--- src/rtl/can_err_pkg.sv ---
package can_err_pkg;
  localparam int unsigned DW       = 8;
  localparam int unsigned AW       = 3;
  localparam int unsigned N_CODE   = 7;
  localparam int unsigned N_FAC    = 8;
  localparam int unsigned MODE_BIT = 7;
  localparam int unsigned ERS_BIT  = 5;

  typedef enum logic [AW-1:0] {
    A_CODE = 3'd0,
    A_FAC  = 3'd1,
    A_FEN  = 3'd2,
    A_STAT = 3'd3,
    A_IEN  = 3'd4,
    A_TEC  = 3'd5,
    A_REC  = 3'd6,
    A_NONE = 3'd7
  } reg_addr_e;
endpackage

--- src/rtl/can_err_flag_cell.sv ---
// One sticky flag: set beats every form of clear.
module can_err_flag_cell (
  input  logic clk_i,
  input  logic rst_ni,
  input  logic set_i,
  input  logic clr_i,
  input  logic kill_i,
  output logic q_o
);
  always_ff @(posedge clk_i or negedge rst_ni) begin
    if (!rst_ni)              q_o <= 1'b0;
    else if (set_i)           q_o <= 1'b1;
    else if (clr_i || kill_i) q_o <= 1'b0;
  end
endmodule

--- src/rtl/can_err_code_reg.sv ---
module can_err_code_reg
  import can_err_pkg::*;
#(
  parameter int unsigned N = N_CODE
) (
  input  logic          clk_i,
  input  logic          rst_ni,
  input  logic [N-1:0]  evt_i,
  input  logic          we_i,
  input  logic [DW-1:0] wdata_i,
  output logic [N-1:0]  flags_o,
  output logic          mode_o
);
  logic any_evt;
  logic kill;

  assign any_evt = |evt_i;
  // overwrite mode: any new event wipes flags not pulsed this cycle
  assign kill    = any_evt & ~mode_o;

  for (genvar i = 0; i < N; i++) begin : g_cell
    can_err_flag_cell u_cell (
      .clk_i  (clk_i),
      .rst_ni (rst_ni),
      .set_i  (evt_i[i]),
      .clr_i  (we_i & ~wdata_i[i]),
      .kill_i (kill),
      .q_o    (flags_o[i])
    );
  end

  always_ff @(posedge clk_i or negedge rst_ni) begin
    if (!rst_ni)   mode_o <= 1'b0;
    else if (we_i) mode_o <= wdata_i[MODE_BIT];
  end
endmodule

--- src/rtl/can_err_factor_reg.sv ---
module can_err_factor_reg
  import can_err_pkg::*;
#(
  parameter int unsigned N = N_FAC
) (
  input  logic         clk_i,
  input  logic         rst_ni,
  input  logic [N-1:0] evt_i,
  input  logic         flag_we_i,
  input  logic         en_we_i,
  input  logic [N-1:0] wdata_i,
  output logic [N-1:0] flags_o,
  output logic [N-1:0] en_o,
  output logic         pend_o
);
  for (genvar i = 0; i < N; i++) begin : g_cell
    can_err_flag_cell u_cell (
      .clk_i  (clk_i),
      .rst_ni (rst_ni),
      .set_i  (evt_i[i]),
      .clr_i  (flag_we_i & ~wdata_i[i]),
      .kill_i (1'b0),
      .q_o    (flags_o[i])
    );
  end

  always_ff @(posedge clk_i or negedge rst_ni) begin
    if (!rst_ni)      en_o <= '0;
    else if (en_we_i) en_o <= wdata_i;
  end

  assign pend_o = |(flags_o & en_o);
endmodule

--- src/rtl/can_err_rd_mux.sv ---
module can_err_rd_mux
  import can_err_pkg::*;
(
  input  logic [AW-1:0]     addr_i,
  input  logic [N_CODE-1:0] code_i,
  input  logic              mode_i,
  input  logic [N_FAC-1:0]  fac_i,
  input  logic [N_FAC-1:0]  fen_i,
  input  logic              pend_i,
  input  logic              ien_i,
  input  logic [DW-1:0]     tec_i,
  input  logic [DW-1:0]     rec_i,
  output logic [DW-1:0]     rdata_o
);
  always_comb begin
    rdata_o = '0;
    unique case (reg_addr_e'(addr_i))
      A_CODE: begin
        rdata_o[N_CODE-1:0] = code_i;
        rdata_o[MODE_BIT]   = mode_i;
      end
      A_FAC:  rdata_o = fac_i;
      A_FEN:  rdata_o = fen_i;
      A_STAT: rdata_o[ERS_BIT] = pend_i;
      A_IEN:  rdata_o[ERS_BIT] = ien_i;
      A_TEC:  rdata_o = tec_i;
      A_REC:  rdata_o = rec_i;
      default: rdata_o = '0;
    endcase
  end
endmodule

--- src/rtl/can_err_flags.sv ---
module can_err_flags
  import can_err_pkg::*;
(
  input  logic              clk_i,
  input  logic              rst_ni,
  input  logic [N_CODE-1:0] code_evt_i,
  input  logic [N_FAC-1:0]  fac_evt_i,
  input  logic [DW-1:0]     tec_i,
  input  logic [DW-1:0]     rec_i,
  input  logic              wr_en_i,
  input  logic [AW-1:0]     addr_i,
  input  logic [DW-1:0]     wdata_i,
  output logic [DW-1:0]     rdata_o,
  output logic              err_irq_o
);
  logic [N_CODE-1:0] code_flags;
  logic              code_mode;
  logic [N_FAC-1:0]  fac_flags;
  logic [N_FAC-1:0]  fac_en;
  logic              fac_pend;
  logic              ien_q;

  logic we_code, we_fac, we_fen, we_ien;

  assign we_code = wr_en_i && (addr_i == A_CODE);
  assign we_fac  = wr_en_i && (addr_i == A_FAC);
  assign we_fen  = wr_en_i && (addr_i == A_FEN);
  assign we_ien  = wr_en_i && (addr_i == A_IEN);

  can_err_code_reg #(.N(N_CODE)) u_code (
    .clk_i   (clk_i),
    .rst_ni  (rst_ni),
    .evt_i   (code_evt_i),
    .we_i    (we_code),
    .wdata_i (wdata_i),
    .flags_o (code_flags),
    .mode_o  (code_mode)
  );

  can_err_factor_reg #(.N(N_FAC)) u_fac (
    .clk_i     (clk_i),
    .rst_ni    (rst_ni),
    .evt_i     (fac_evt_i),
    .flag_we_i (we_fac),
    .en_we_i   (we_fen),
    .wdata_i   (wdata_i[N_FAC-1:0]),
    .flags_o   (fac_flags),
    .en_o      (fac_en),
    .pend_o    (fac_pend)
  );

  always_ff @(posedge clk_i or negedge rst_ni) begin
    if (!rst_ni)     ien_q <= 1'b0;
    else if (we_ien) ien_q <= wdata_i[ERS_BIT];
  end

  assign err_irq_o = fac_pend & ien_q;

  can_err_rd_mux u_rd (
    .addr_i  (addr_i),
    .code_i  (code_flags),
    .mode_i  (code_mode),
    .fac_i   (fac_flags),
    .fen_i   (fac_en),
    .pend_i  (fac_pend),
    .ien_i   (ien_q),
    .tec_i   (tec_i),
    .rec_i   (rec_i),
    .rdata_o (rdata_o)
  );
endmodule

--- config.mk ---
export PLATFORM = sky130hd
export DESIGN_NAME = can_err_flags
export DESIGN_NICKNAME = d
export VERILOG_FILES = /design/src/rtl/can_err_pkg.sv /design/src/rtl/can_err_flag_cell.sv /design/src/rtl/can_err_code_reg.sv /design/src/rtl/can_err_factor_reg.sv /design/src/rtl/can_err_rd_mux.sv /design/src/rtl/can_err_flags.sv
export SDC_FILE = /design/constraint.sdc
export NUM_CORES = 1
export LEC_CHECK = 0
export ABC_AREA = 1
export BUFFER_PORTS_ARGS = -buffer_cell sky130_fd_sc_hd__buf_2
export CORE_ASPECT_RATIO = 1.2
export CORE_MARGIN = 10
export CORE_UTILIZATION = 35
export CTS_CLUSTER_DIAMETER = 30
export DETAILED_ROUTE_END_ITERATION = 12
export GPL_TIMING_DRIVEN = 0
export PLACE_DENSITY = 0.66
export SYNTH_ARGS = -nofsm -noshare
export SYNTH_HDL_FRONTEND = slang
export SYNTH_SLANG_ARGS = --single-unit
--- constraint.sdc ---
create_clock -name clk_i -period 1.35 [get_ports clk_i]
set_input_delay 0.0675 -clock clk_i [delete_from_list [all_inputs] [get_ports clk_i]]
set_output_delay 0.0675 -clock clk_i [all_outputs]
set_load 0.01 [all_outputs]
Word-level counts from Yosys, hierarchy flattened
Index checks and enable logic that the tools add are counted.

word-level totals
  flip-flop bits (word level) = 25
  input port bits = 45
  output and inout port bits = 9
  word-level logic and storage cells = 113

operators by class
  eq/ne operators = 6
  muxes and demuxes = 33
  bitwise logic cells = 27
  reductions and logical operators = 29

operators with widths
  cell                                                             number
  1-bit two-way mux                                                30
  2-bit nonzero test                                               15
  5-bit case mux with 5 select lines                               1
  1-bit bitwise AND                                                17
  2-bit case mux with 5 select lines                               1
  3-bit == test, second input constant                             3
  1-bit inverter                                                   9
  8-bit bitwise AND                                                1
  8-bit OR reduction                                               1
  1-bit logical OR                                                 7
  1-bit case mux with 7 select lines                               1
  7-bit OR reduction                                               1
  3-bit by 2-bit == test with 1-bit output, second input constant  2
  1-bit logical AND                                                4
  3-bit by 1-bit == test with 1-bit output, second input constant  1
  3-bit zero test                                                  1

Depth between registers and ports, before layout
  depth in word-level cells = 6
  mapped depth = 8
  mapped depth without buffers = 8

Modules after synthesis
From an unflattened synthesis, not the netlist that was laid out.

second synthesis, totals
  cells, all modules = 279
  area, all modules = 1783.0 sq um

modules (own cells, without submodules)
  module              instances  cells each  area an instance (sq um)  sequential area each (sq um)
  can_err_flag_cell   15         5           40.0                      25.0
  can_err_rd_mux      1          109         584.3                     0.0
  can_err_factor_reg  1          58          405.4                     200.2
  can_err_code_reg    1          20          96.3                      25.0
  can_err_flags       1          17          96.3                      25.0

Worst setup path after synthesis
OpenSTA, ideal clock, no wires.

  kind = input to register
  start point = input port addr_i[0]
  end point = register u_fac.en_o[5]
  library setup time = 0.118 ns
  arrival time = 0.769 ns
  required time = 1.232 ns
  slack = 0.463 ns
  cell stages on the path = 5
  buffers on the path = 1
  path through = nor3_4 > nand2_2 > buf_6 > nand2_1 > o21ai_2

between the ends
  cells in the longest elaborated chain, start to end = 2

ends and longest elaborated chain
  element                                   line                      source
  start, declared                           can_err_flags.sv:11       input logic [AW-1:0] addr_i,
  3-bit by 2-bit == test with 1-bit output  can_err_flags.sv:27       assign we_fen = wr_en_i && (addr_i == A_FEN);
  1-bit logical AND                         can_err_flags.sv:27
  end signal, assigned                      can_err_factor_reg.sv:29  else if (en_we_i) en_o <= wdata_i;
  end, declared                             can_err_factor_reg.sv:13  output logic [N-1:0] en_o,

Every way passes these cells.
A chain may end at the register's enable or synchronous reset.

Final worst setup path
  start point = register u_fac.g_cell[1].u_cell.q_o
  end point = output port rdata_o[5]

between the ends
  cells in the longest elaborated chain, start to end = 3

ends and longest elaborated chain
  element                             line                      source
  start, declared                     can_err_flag_cell.sv:8    output logic q_o
  start signal, assigned              can_err_flag_cell.sv:11   if (!rst_ni) q_o <= 1'b0;
  start signal, assigned              can_err_flag_cell.sv:12   else if (set_i) q_o <= 1'b1;
  start signal, assigned              can_err_flag_cell.sv:13   else if (clr_i || kill_i) q_o <= 1'b0;
  8-bit bitwise AND                   can_err_factor_reg.sv:32  assign pend_o = |(flags_o & en_o);
  8-bit OR reduction                  can_err_factor_reg.sv:32
  1-bit case mux with 7 select lines  can_err_rd_mux.sv:17      unique case (reg_addr_e'(addr_i))
  end, declared                       can_err_flags.sv:13       output logic [DW-1:0] rdata_o,

Every way passes these cells.

==> reports/metrics.yaml <==
antenna_found_initial: 0
cts_root_buffer: "clkbuf_8"
grt_pass1_wl_um: 7340
combPwrFrac_pct: 28.0
clockPowerShare_pct: 24.0
port_buffers: 53
netlist_top_cells_count: "nand2_1, inv_1, dfrtp_1, nand3_1, nor2_1"
p_seq_share_pct: 48.0
nets: 328
violations: "hold timing"
max_freq_mhz: 744
drive_gt1_share_pct: 30.1
synth_fa_ha_area_share_pct: 0
arrival_ns: 1.28
synthCells: 208
r2r-end: "u_code.g_cell[5].u_cell.q_o"
worstMarginPinSlew_ns: 0.575
r2r_start: "u_code.mode_o"
drc: 0
ys_top_cells_by_area: "dfrtp_1, nand2_1, nand3_1"
setup.worst_path.end_class: "primary output"
ioPinCount: 54
slew_violations: 0
dr.first_iter.drc_count: 69
grt.overflow.total: 0
syn_nets: 253
ys_seq_elements: 25
relSlewSlack_pct: 61.7
r2r_slack_ns: 0.52
antenna_left: 0
synth_simple_gate_area_share_pct: 36.6
antenna_cells: 0
synthXorXnorAreaFrac_pct: 0
core_um2: 4040
cts_buffers: 3
initial_core_util_pct: 36.8
synth_area_per_cell_um2: 7.14
worstSetupStartpointType: "flip-flop"
rsz0062_at_grt: "true"
grt_start_max_net_pins: 26
crit_required_ns: 1.28
holdPathStages: 3
die_y_um: 91.4
synth-seq-area-share_pct: 42.1
yosys-mux-area-fraction_pct: 0
synth_top_area_cell: "dfrtp_1"
fin_util_pct: 50.6
dr.pass1.iters: 4
vias_per_cell: 4.64
power.internal_uw: 1280
synth.distinct_cells: 20
p_switching_uw: 570
yosysMostFrequentCell: "nand2_1"
gp_congestion: 0.815
grt_pass1_vias: 1594
finalHoldViolCount: 1
criticalPathCategory: "reg2out"
synth_top_family_by_area: "simple AND/OR/NAND/NOR gates"
area_growth_pct: 37.6
p_leak_uw: 0.00111
outcome: "finished with violations"
yosysTopAreaCellShare_pct: 42.1
ys.flop_type: "dfrtp_1"
yosys_warnings: 0
synth_compound_area_share_pct: 12.2
crit_fanout: 2
power.density_nw_per_um2: 905
hp-class: "in2reg"
finalClockSkew_ns: 0.00344
swShare_pct: 30.8
clk_pin_slew_worst_paths_ns: 0.09
clk_latency_ns: 0.27
min_period_ns: 1.34
die_w_um: 79.5
setup_violations: 0
synth_enable_flop_cells: 0
min-delay-start: "code_evt_i[5]"
place_hpwl_um: 3390
dieArea_um2: 7260
whs_ns: -0.00301
ir_worst_vdd_v: 0.000333
num_vias: 1558
clk_path_buf_depth: 2
synth_area_um2: 1490
maxCapViolations: 0
wirelength_um: 4290
r2r_cells: 4
period_share_pct: 99.5
rows: 25
tritoncts: "done"
wl_per_cell_um: 12.8
grt_usage_pct: 12.4
holdPathEnd: "u_code.g_cell[5].u_cell.q_o"
cts_sinks: 25
cts_max_level: 1
synthArstFlopShare_pct: 100
cell families after synthesis:
kind of cell | after synthesis
AND/OR/NAND/NOR | 123
buffers and inverters | 34
AO/OA/AOI/OAI | 26
flip-flops | 25
critical path, cell delays in order, from the launching register on:
cell	delay, ns
dfrtp_1	0.40
nand2_1	0.08
nand2_1	0.06
nor2_2	0.12
nand2_1	0.06
nand2_1	0.06
nand4_1	0.08
buf_2	0.15
sequential cells by signal, indices dropped and copies added, names as in the netlist:
register,cells
u_fac.en_o,8
u_code.g_cell.u_cell.q_o,7
u_code.mode_o,1
ien_q,1
u_fac.g_cell.u_cell.q_o,8
timing repair:
item	in CTS	in global routing
gates resized for setup	1	4
hold buffers	14	0
endpoints found under the hold margin	38	0
gates cloned	0	0
buffers inserted	3	0
endpoints found under the setup margin	1	12
pin swaps	3	1
how the worst max path moves through the flow:
| stage | depth (start not counted) | from | to | slack (ns) |
|---|---|---|---|---|
| 2_1_floorplan | 5 | addr_i[0] | u_fac.en_o[5] | 0.46 |
| 3_3_place_gp | 8 | addr_i[0] | rdata_o[7] | 0.03 |
| 4_1_cts | 7 | u_fac.en_o[1] | rdata_o[5] | -0.005 |
| 6_report | 7 | u_fac.g_cell[1].u_cell.q_o | rdata_o[5] | 0.006 |
| 5_1_grt | 7 | u_fac.en_o[1] | rdata_o[5] | -0.14 |
| 3_5_place_dp | 8 | addr_i[0] | rdata_o[7] | 0.03 |
power groups by stage:
stage,clock [uW],combinational (uW),sequential [uW]
final,445,518,888
after global routing,496,598,900
after CTS,457,515,888
after detailed placement,0,457,907
after global placement,0,453,904
after floorplan,0,275,894
routing by layer:
| layer | part of all wire, % | vias to the layer above | GRT usage, % |
|---|---|---|---|
| li1 | - | 812 | - |
| met4 | 1.8 | 0 | 5.39 |
| met3 | 8.2 | 4 | 3.45 |
| met5 | 0 | - | 0 |
| met2 | 50 | 39 | 20.3 |
| met1 | 40 | 703 | 14.4 |
stage by stage:
step                setup WS, ns  instances  total power, uW  TNS (ns)  instance area (um^2)
global route              -0.137        336             1990    -0.167                  2040
CTS                     -0.00485        336             1860  -0.00485                  2030
finish                   0.00629        336             1850         0                  2040
floorplan                  0.463        208             1170         0                  1490
detailed placement        0.0256        315             1360         0                  1820
global placement          0.0286        315             1360         0                  1820
cells in the final DEF, fill, tap and decap left out, drive strengths merged:
cell         instances
nand4                5
dlygate4sd3         14
buf                 57
dfrtp               25
a21boi               1
clkbuf               5
nor2                18
o21bai               6
nor3                 3
nand3               23
inv                 32
nand2               74
o21ai               16
o21a                 3
cell type report:
type	count	area, um^2
fillers	414	1990
multi-input cells	149	742
flip-flops and latches	25	626
repair buffers	70	428
inverters	32	120
well taps	54	67.6
clock buffers	4	45.0
plain buffers	2	15.0
(Power assumes the default switching activity.)
